<file path="config.mk">
export PLATFORM = sky130hd
export DESIGN_NAME = bcd_duo_counter
export DESIGN_NICKNAME = d
export VERILOG_FILES = /design/src/rtl/bcdc_pkg.sv /design/src/rtl/bcdc_stage_ctrl.sv /design/src/rtl/bcdc_load_counter.sv /design/src/rtl/bcd_duo_counter.sv
export SDC_FILE = /design/constraint.sdc
export NUM_CORES = 1
export LEC_CHECK = 0
export BUFFER_PORTS_ARGS = -buffer_cell sky130_fd_sc_hd__buf_2
export CAP_MARGIN = 10
export CORE_AREA = 2 2 39 41
export DETAILED_ROUTE_END_ITERATION = 10
export DIE_AREA = 0 0 41 43
export GPL_TIMING_DRIVEN = 0
export SYNTH_ARGS = -nofsm -noshare
export SYNTH_HDL_FRONTEND = slang
export SYNTH_HIERARCHICAL = 1
export SYNTH_SLANG_ARGS = --single-unit
</file>
<file path="constraint.sdc">
create_clock -name clk -period 1.9 [get_ports clk]
set_input_delay 0.19 -clock clk [delete_from_list [all_inputs] [get_ports clk]]
set_output_delay 0.19 -clock clk [all_outputs]
set_load 0.01 [all_outputs]
</file>
<file path="src/rtl/bcdc_pkg.sv">
// Package: shared widths and limits for the decimal counter.
// Assumes each digit is one BCD nibble.
package bcdc_pkg;
    localparam int DIGIT_W   = 4;
    localparam int DIGIT_TOP = 9;
    localparam int NUM_DIG   = 2;
    typedef logic [DIGIT_W-1:0] digit_t;
endpackage

</file>
<file path="src/rtl/bcdc_stage_ctrl.sv">
// Stage control: decides whether one digit stage loads, and passes the
// advance permission to the next stage. The stage loads when clear is high,
// or when it is allowed to advance and its own terminal-count flag is set.
// Assumes the stage only ever reloads zero data.
module bcdc_stage_ctrl (
    input  logic adv_in,
    input  logic clear,
    input  logic at_top,
    output logic load,
    output logic adv_next
);
    // Combine the clear input with this stage's own terminal-count feedback.
    always_comb begin
        load     = clear | (adv_in & at_top);
        adv_next = adv_in & at_top;
    end
endmodule

</file>
<file path="src/rtl/bcdc_load_counter.sv">
// Binary counter with a parallel-load path and a terminal-count flag.
// Load takes precedence over advance. Assumes a load always happens at or
// before TOP, so the value never passes TOP.
module bcdc_load_counter #(
    parameter int W   = 4,
    parameter int TOP = 9
) (
    input  logic         clk,
    input  logic         rst_n,
    input  logic         adv,
    input  logic         load,
    input  logic [W-1:0] load_val,
    output logic [W-1:0] q,
    output logic         at_top
);
    localparam logic [W-1:0] TOP_V = W'(TOP);
    localparam logic [W-1:0] ONE_V = W'(1);

    // State register: reset, then parallel load, then increment.
    always_ff @(posedge clk) begin
        if (!rst_n)
            q <= '0;
        else if (load)
            q <= load_val;
        else if (adv)
            q <= q + ONE_V;
    end

    // Terminal-count detection.
    always_comb at_top = (q == TOP_V);

    p_digit_range_r9: assert property (@(posedge clk) disable iff (!rst_n)
        q <= TOP_V);
    p_load_path_r6: assert property (@(posedge clk) disable iff (!rst_n)
        load |=> q == $past(load_val));
    p_step_r2: assert property (@(posedge clk) disable iff (!rst_n)
        (adv && !load) |=> q == $past(q) + ONE_V);
    p_hold_r7: assert property (@(posedge clk) disable iff (!rst_n)
        (!adv && !load) |=> $stable(q));
endmodule

</file>
<file path="src/rtl/bcd_duo_counter.sv">
// Two-digit decimal counter made of cascaded load-capable stages.
// The advance permission ripples up the stages: each stage passes it on
// only while it holds 9. Assumes synchronous, active-low reset.
module bcd_duo_counter (
    input  logic       clk,
    input  logic       rst_n,
    input  logic       clear,
    input  logic       enable,
    output logic [3:0] units_o,
    output logic [3:0] tens_o,
    output logic       carry_out
);
    import bcdc_pkg::*;

    localparam digit_t ZERO_D = '0;
    localparam digit_t TOP_D  = digit_t'(DIGIT_TOP);

    logic   adv_chain [NUM_DIG+1];
    digit_t dig_q     [NUM_DIG];
    logic   dig_top   [NUM_DIG];
    logic   dig_load  [NUM_DIG];

    // The head of the advance chain is the global enable.
    always_comb adv_chain[0] = enable;

    for (genvar g = 0; g < NUM_DIG; g++) begin : g_stage
        bcdc_stage_ctrl u_ctrl (
            .adv_in   (adv_chain[g]),
            .clear    (clear),
            .at_top   (dig_top[g]),
            .load     (dig_load[g]),
            .adv_next (adv_chain[g+1])
        );
        bcdc_load_counter #(.W(DIGIT_W), .TOP(DIGIT_TOP)) u_cnt (
            .clk      (clk),
            .rst_n    (rst_n),
            .adv      (adv_chain[g]),
            .load     (dig_load[g]),
            .load_val (ZERO_D),
            .q        (dig_q[g]),
            .at_top   (dig_top[g])
        );
    end

    // Map the stages onto the output digits and the decade carry.
    always_comb begin
        units_o   = dig_q[0];
        tens_o    = dig_q[1];
        carry_out = adv_chain[NUM_DIG];
    end

    p_tens_gate_r4: assert property (@(posedge clk) disable iff (!rst_n)
        (!clear && !(enable && units_o == TOP_D)) |=> $stable(tens_o));
    p_units_wrap_r3: assert property (@(posedge clk) disable iff (!rst_n)
        (!clear && enable && units_o == TOP_D) |=> units_o == ZERO_D);
    p_full_wrap_r5: assert property (@(posedge clk) disable iff (!rst_n)
        (!clear && enable && units_o == TOP_D && tens_o == TOP_D)
        |=> (units_o == ZERO_D && tens_o == ZERO_D));
    p_clear_r6: assert property (@(posedge clk) disable iff (!rst_n)
        clear |=> (units_o == ZERO_D && tens_o == ZERO_D));
    p_carry_r8: assert property (@(posedge clk) disable iff (!rst_n)
        carry_out |-> (enable && units_o == TOP_D && tens_o == TOP_D));
endmodule

</file>
[Word level (Yosys, flattened, before mapping)]
Index checks and enable logic that the tools add are counted.
Operators by class
  add/subtract/negate cells: 2
  eq/ne operators: 2
  bitwise gates (word level): 5
  reductions and logical operators: 2
Operators with widths (number)
  adder 4 x 1 -> 4 bit (second input constant): 2
  equality test 4 bit (second input constant): 2
  OR reduction 2 bit: 2
  AND 1 bit: 2
  bitwise OR 1 bit: 2
  inverter 1 bit: 1
Word-level totals
  register bits: 8
  input bits: 4
  output and inout bits: 9
  word-level logic and storage cells: 13

[Logic depth before layout (Yosys ltp)]
Gate-level depths: netlist of run 1.
  depth in word-level cells: 5
  depth in mapped cells: 9
  mapped depth without buffers: 9

[Hierarchy]
Netlist of run 1, hierarchy kept.
Modules (own cells, without submodules)
  bcdc_load_counter: instances 2, cells each 26, area each 214.0 µm², sequential area each 80.1 µm²
  bcdc_stage_ctrl: instances 2, cells each 2, area each 13.8 µm², sequential area each 0.0 µm²
  bcd_duo_counter: instances 1, cells each 1, area each 3.8 µm², sequential area each 0.0 µm²

[Worst setup path before layout of run 1]
Ideal clock, no wire load.
  path type: reg-to-reg
  start: register g_stage[0].u_cnt.q[0]
  end: register g_stage[1].u_cnt.q[3]
  library setup time: 120 ps
  arrival: 1425 ps
  data required time: 1780 ps
  setup slack: 356 ps
  stages on the path, launching flop included: 9
  path buffers: 0
  clock period less this slack: 1544 ps
  cell sequence: dfxtp_1 -> ha_1 -> nand2_1 -> nor2_1 -> and2_1 -> a21o_1 -> inv_1 -> o21ai_0 -> a21oi_1
RTL lines
  from (decl): RTL line bcdc_load_counter.sv:13  | output logic [W-1:0] q,
  from (signal assigned): RTL line bcdc_load_counter.sv:24  | q <= load_val;
  from (signal assigned): RTL line bcdc_load_counter.sv:26  | q <= q + ONE_V;
  to (signal assigned): RTL line bcdc_load_counter.sv:24
  to (signal assigned): RTL line bcdc_load_counter.sv:26
  to (decl): RTL line bcdc_load_counter.sv:13

==> run_results.csv, run 1 <==
group,metric,value,unit
synthesis,synth-seq-cells,8,
timing,grt_setup_unrepaired,"no",
die,core,1384,um2
pwr,cellPowerDensity,648.3,nW/um2
cts,cts_buffers,3,
grt,grt_overflow,0,
pwr,power.total,0.3821,mW
die,die_w,41,um
critical_path,critical_path.endpoint,"carry_out",
die,ios,13,
timing,drv_slew,0,
die,core.rowCount,14,
critical_path,cp-end-kind,"primary output",
status,outcome,"finished, final reports clean",
timing,final.period_utilization,88.18,%
timing,skew,0.001164,ns
drt,firstDrtPassIters,2,
cts,root_buffer,"clkbuf_4",
die,start_util,33.18,%
drt,wl_met3,45,um
timing,timing.fmax,596.9,MHz
cts,ctsHoldBuffers,0,
cts,clock_latency,0.25,ns
critical_path,cp_max_fo,7,
die,die_area,1763,um2
placement,globalplace.congestion,0.6659,
pwr,power_leakage,0.2932,nW
cts,post-cts-setup-buffer-count,0,
timing,layout_min_cycle_time,1.675,ns
placement,dp_hpwl,677.7,um
timing,tns,0,ns
critical_path,critical_path_class,"reg2out",
cts,cts_tree,"built",
final_layout,register_area,160.2,um2
synthesis,ys_warn_count,6,
drt,vias,413,
grt,grt_use_total,12.40,%
flow_run,drv_cap,0,
critical_path,cp_data_required_time,1.71,ns
grt,grt_pass1_wl,1.449,mm
cts,clk_path_buf_depth,2,
drt,drc,0,
cts,htreeDepth,1,
final_layout,drive_gt1_share,20.25,%
drt,highest-signal-layer,"met4",
die,die_h,43,um
cts,cts_resized,0,
synthesis,synth_area_per_cell,8.056,um2
synthesis,synth_cells,57,
critical_path,reg2reg_to,"g_stage[1].u_cnt/q[1]",
synthesis,syn_area,459.2,um2
critical_path,worstSetupStartpointType,"flop",
pwr,combPwrFrac,16.3,%
final_layout,largest_register_ffs,8,
timing,setup_violations,0,
drt,via_per_inst,4.347,
pwr,p_sw_share,26.54,%
cts,cts_sinks,8,
grt,grt_max_degree,9,
pwr,clockPowerShare,33.0,%
timing,finalHoldViolations,0,
grt,antenna_found_initial,0,
final_layout,diodes,0,
critical_path,ff2ff_setup_slack,0.28,ns
drt,wl_per_cell,8.916,um
critical_path,arrival,1.49,ns
critical_path,startpoint,"g_stage[0].u_cnt/q[0]",
worst_hold_path,hold_class,"in2reg",
final_layout,fin_nets,89,
pwr,p_switching,0.1014,mW
pwr,p_seq_share,50.7,%
critical_path,reg2reg_depth,9,
cts,clk_pin_slew,0.05,ns
synthesis,seq_area_frac_synth,34.88,%
drt,totalWireLength,847,um
drt,drt-initial-drc-count,1,
placement,io_buffer_count,12,
critical_path,r2r-start,"g_stage[0].u_cnt/q[1]",
final_layout,largest_register,"g_stage.u_cnt/q",
timing,timing.final.ws_setup,0.2247,ns
placement,dp_slack,0.2330,ns
drt,final_antenna_net_count,0,
grt,grt_pass1_vias,373,
final_layout,syn2layout_area_growth,28.34,%
pwr,ir_drop,0.3132,mV
final_layout,largestRegisters,"g_stage.u_cnt/q: 8 flops",
final_layout,fillers,154,
drt,dr_wl_met2,394,um
drt,drt-met1-wl,395,um
synthesis,synth_cell_types,15,
final_layout,multi_input_area,311.5,um2
pwr,p_int,0.2807,mW
area by class of cell:
| class | count | area share, % |
|---|---|---|
| Clock buffer | 3 | 3.822 |
| Inverter | 4 | 2.548 |
| Multi-Input combinational cell | 52 | 52.87 |
| Sequential cell | 8 | 27.18 |
| Tap cell | 16 | 3.397 |
| Timing Repair Buffer | 12 | 10.19 |
critical path, cell delays in order, from the launching register on:
cell and delay [ns]:
dfxtp_1 0.42, ha_1 0.18, nand2_1 0.05, nor2_1 0.11
and2_2 0.23, and2_1 0.13, buf_2 0.12
layer usage:
| metal | vias to the layer above | GRT usage [%] |
|---|---|---|
| li1 | 230 | - |
| met5 | - | 0 |
| met4 | 0 | 10.00 |
| met2 | 12 | 17.81 |
| met1 | 169 | 14.66 |
| met3 | 2 | 3.141 |
cells in the final DEF, fill, tap and decap left out, types with 3 or more instances in the layout:
cell type | synthesis | final
clkbuf_4 | 0 | 3
a21oi_1 | 4 | 4
o21ai_0 | 6 | 6
conb_1 | 1 | 8
dfxtp_1 | 8 | 8
and2_1 | 4 | 3
nand2_1 | 10 | 10
buf_2 | 0 | 12
xor2_1 | 4 | 4
inv_1 | 4 | 4
ha_1 | 4 | 4
cell usage after synthesis:
cell	n	area share [%]
nand2_1	10	8.2
dfxtp_1	8	35
o21ai_0	6	6.5
a21oi_1	4	4.4
and2_1	4	5.4
ha_1	4	11
inv_1	4	3.3
xor2_1	4	7.6
a21boi_0	2	3.3
a21o_1	2	3.3
nand4_1	2	2.7
nor2_1	2	1.6
o211ai_1	2	3.3
xnor2_1	2	3.8
conb_1	1	0.82
worst min-delay path by stage:
stage                     slack (ns)   from                    end  cells past startpoint
final                           0.25  rst_n  g_stage[0].u_cnt/q[2]                      3
after global routing            0.25  rst_n  g_stage[1].u_cnt/q[3]                      3
after CTS                       0.25  rst_n  g_stage[1].u_cnt/q[2]                      3
after detailed placement        0.51  rst_n  g_stage[1].u_cnt/q[2]                      3
after global placement          0.50  rst_n  g_stage[0].u_cnt/q[2]                      3
after floorplan                 0.31  rst_n  g_stage[0].u_cnt/q[0]                      1
cells by family (layout without fill, tap and decap cells):
logic type / count (synthesis) / count (layout) / synth area share (%)
and+or+nand+nor: 18 / 18 / 17.98
buffers and inverters: 4 / 19 / 3.269
xor gates and xnor gates: 6 / 6 / 11.44
adders and majority gates: 4 / 4 / 10.90
other: 1 / 8 / 0.8167
AOI/OAI and AO/OA: 16 / 16 / 20.71
DFF: 8 / 8 / 34.88
power by group through the flow:
stage	Combinational, mW	Sequential (mW)	Clock, mW
finish	0.0623	0.194	0.126
global route	0.0742	0.196	0.142
CTS	0.0631	0.194	0.134
detailed placement	0.0630	0.198	0
global placement	0.0616	0.197	0
floorplan	0.0337	0.201	0
through the flow:
stage	cells	utilization [%]	hold slack [ns]	cell area, um2
finish	95	42.59	0.2508	589.3
global route	95	42.59	0.2501	589.3
global placement	92	40.87	0.5028	565.5
CTS	95	42.50	0.2454	588.1
detailed placement	92	40.87	0.5115	565.5
floorplan	64	-	0.3117	485.5
(Power assumes the default switching activity.)
==> run 2: changes to the inputs <==
==> constraint.sdc (replaced) <==
create_clock -name clk -period 1.7 [get_ports clk]
set_input_delay 0.17 -clock clk [delete_from_list [all_inputs] [get_ports clk]]
set_output_delay 0.17 -clock clk [all_outputs]
set_load 0.01 [all_outputs]
==> run 2 against run 1 <==
First-iteration DRC count stayed put. Critical path depth unchanged. Sequential share of layout area up 0.25 points. Hold slack lost 0.019 ns. Critical path type unchanged. Highest routed layer unchanged.
==> run_results.csv, run 2 (synthesis results as in run 1) <==
group,metric,value,unit
status,outcome,"finished, final reports clean",
worst_hold_path,min-delay-start,"rst_n",
final_layout,syn2layout_area_growth,29.16,%
final_layout,largestRegisters,"g_stage.u_cnt/q: 8 flops",
final_layout,final_core_util,42.86,%
cts,clk_path_buf_depth,2,
cts,clk_pin_slew,0.05,ns
grt,grt_pass1_wl,1.449,mm
timing,layout_min_cycle_time,1.560,ns
cts,htreeDepth,1,
critical_path,cp_data_required_time,1.53,ns
die,ios,13,
grt,grt_max_degree,9,
placement,post-place-cells,92,
critical_path,reg2reg_to,"g_stage[1].u_cnt/q[1]",
critical_path,worstSetupStartpointType,"flop",
timing,drv_slew,0,
critical_path,crit_cells,6,
die,core.rowCount,14,
final_layout,diodes,0,
final_layout,layout_commonest_cell,"buf_2",
timing,tns,0,ns
final_layout,largest_register_ffs,8,
placement,dp_hpwl,677.7,um
pwr,ir_drop,0.3501,mV
drt,drt-initial-drc-count,1,
final_layout,fin_area,593.1,um2
grt,antenna_found_initial,0,
critical_path,cp-end-kind,"primary output",
final_layout,largest_register,"g_stage.u_cnt/q",
placement,io_buffer_count,12,
timing,timing.fmax,641.0,MHz
drt,drc,0,
drt,vias,414,
critical_path,arrival,1.39,ns
cts,cts_resized,1,
pwr,cellPowerDensity,721.7,nW/um2
final_layout,drive_gt1_share,22.78,%
critical_path,critical_path_class,"reg2out",
grt,grt_pass1_vias,373,
drt,firstDrtPassIters,2,
placement,globalplace.congestion,0.6659,
cts,cts_buffers,3,
die,die_area,1763,um2
grt,grt_overflow,0,
drt,totalWireLength,847,um
timing,setup_violations,0,
timing,skew,0.001354,ns
drt,wl_per_cell,8.916,um
die,die_w,41,um
cts,root_buffer,"clkbuf_4",
critical_path,worst-path-buf-inv,1,
critical_path,r2r-start,"g_stage[0].u_cnt/q[1]",
worst_hold_path,hold_class,"in2reg",
critical_path,cpPeakStageDelay,0.37,ns
grt,grt_use_total,12.40,%
critical_path,startpoint,"g_stage[0].u_cnt/q[0]",
cts,cts_sinks,8,
critical_path,worst_path_max_delay_cell,"dfxtp_2",
pwr,power_leakage,0.2945,nW
final_layout,fin_nets,89,
final_layout,instances_no_fill,95,
timing,grt_setup_unrepaired,"no",
critical_path,reg2reg_depth,9,
timing,final.period_utilization,91.77,%
critical_path,cp_top_family,"simple AND/OR/NAND/NOR gates",
final_layout,final_cell_mix,"buf_2, nand2_1, conb_1",
critical_path,critical_path.endpoint,"carry_out",
die,core,1384,um2
critical_path,cp_max_fo,7,
cts,cts_tree,"built",
die,start_util,33.18,%
flow_run,drv_cap,0,
cts,ctsHoldBuffers,0,
cts,clock_latency,0.24,ns
critical_path,ff2ff_setup_slack,0.20,ns
placement,post_dp_cell_area,565.5,um2
drt,via_per_inst,4.358,
drt,final_antenna_net_count,0,
timing,finalHoldViolations,0,
critical_path,crit_path_cell_trace,"ha_1 -> nand2_1 -> nor2_1 -> and2_4 -> and2_1 -> buf_2",
die,die_h,43,um
cts,post-cts-setup-buffer-count,0,
==> run 2: layout make-up <==
cell class	count	area, um2
inverter	4	15.01
clock buffer	3	22.52
tap	16	20.02
timing repair buffer	12	60.06
multi-input combinational	52	312.8
fill	152	790.8
sequential	8	162.7
==> run 2: worst min-delay path by stage <==
stage / slack [ns] / depth (start not counted) / end
3_5_place_dp: 0.49 / 3 / g_stage[1].u_cnt/q[2]
4_1_cts: 0.23 / 3 / g_stage[1].u_cnt/q[2]
5_1_grt: 0.23 / 3 / g_stage[1].u_cnt/q[3]
3_3_place_gp: 0.48 / 3 / g_stage[0].u_cnt/q[2]
2_1_floorplan: 0.29 / 1 / g_stage[0].u_cnt/q[0]
6_report: 0.23 / 3 / g_stage[0].u_cnt/q[2]
==> run 2: tightest hold or removal path, stage by stage <==
cell,delay (ns)
buf_2,0.14
o21ai_0,0.08
a21oi_1,0.04
==> run 2: where the power goes <==
part | switching (mW) | internal, mW | total (mW) | leakage [nW]
clock | 0.0601 | 0.0805 | 0.141 | 0.0138
sequential | 0.0152 | 0.202 | 0.217 | 0.0670
combinational | 0.0379 | 0.0322 | 0.0701 | 0.214
total | 0.113 | 0.315 | 0.428 | 0.294
==> run 2: through the flow <==
| step | setup slack (ns) | hold slack (ns) | power (mW) |
|---|---|---|---|
| 5_1_grt | 0.01819 | 0.2301 | 0.4618 |
| 6_report | 0.1399 | 0.2316 | 0.4280 |
| 3_3_place_gp | 0.05573 | 0.4828 | 0.2894 |
| 2_1_floorplan | 0.1558 | 0.2917 | 0.2628 |
| 4_1_cts | 0.02002 | 0.2254 | 0.4369 |
| 3_5_place_dp | 0.03297 | 0.4915 | 0.2911 |
==> run 2: metal layers <==
metal  part of all wire (%)  wire [um]  GRT usage, %
met1                     46        392         14.66
met2                     47        399         17.81
met3                    5.3         45         3.141
met4                    1.3         11         10.00
met5                      0          0             0
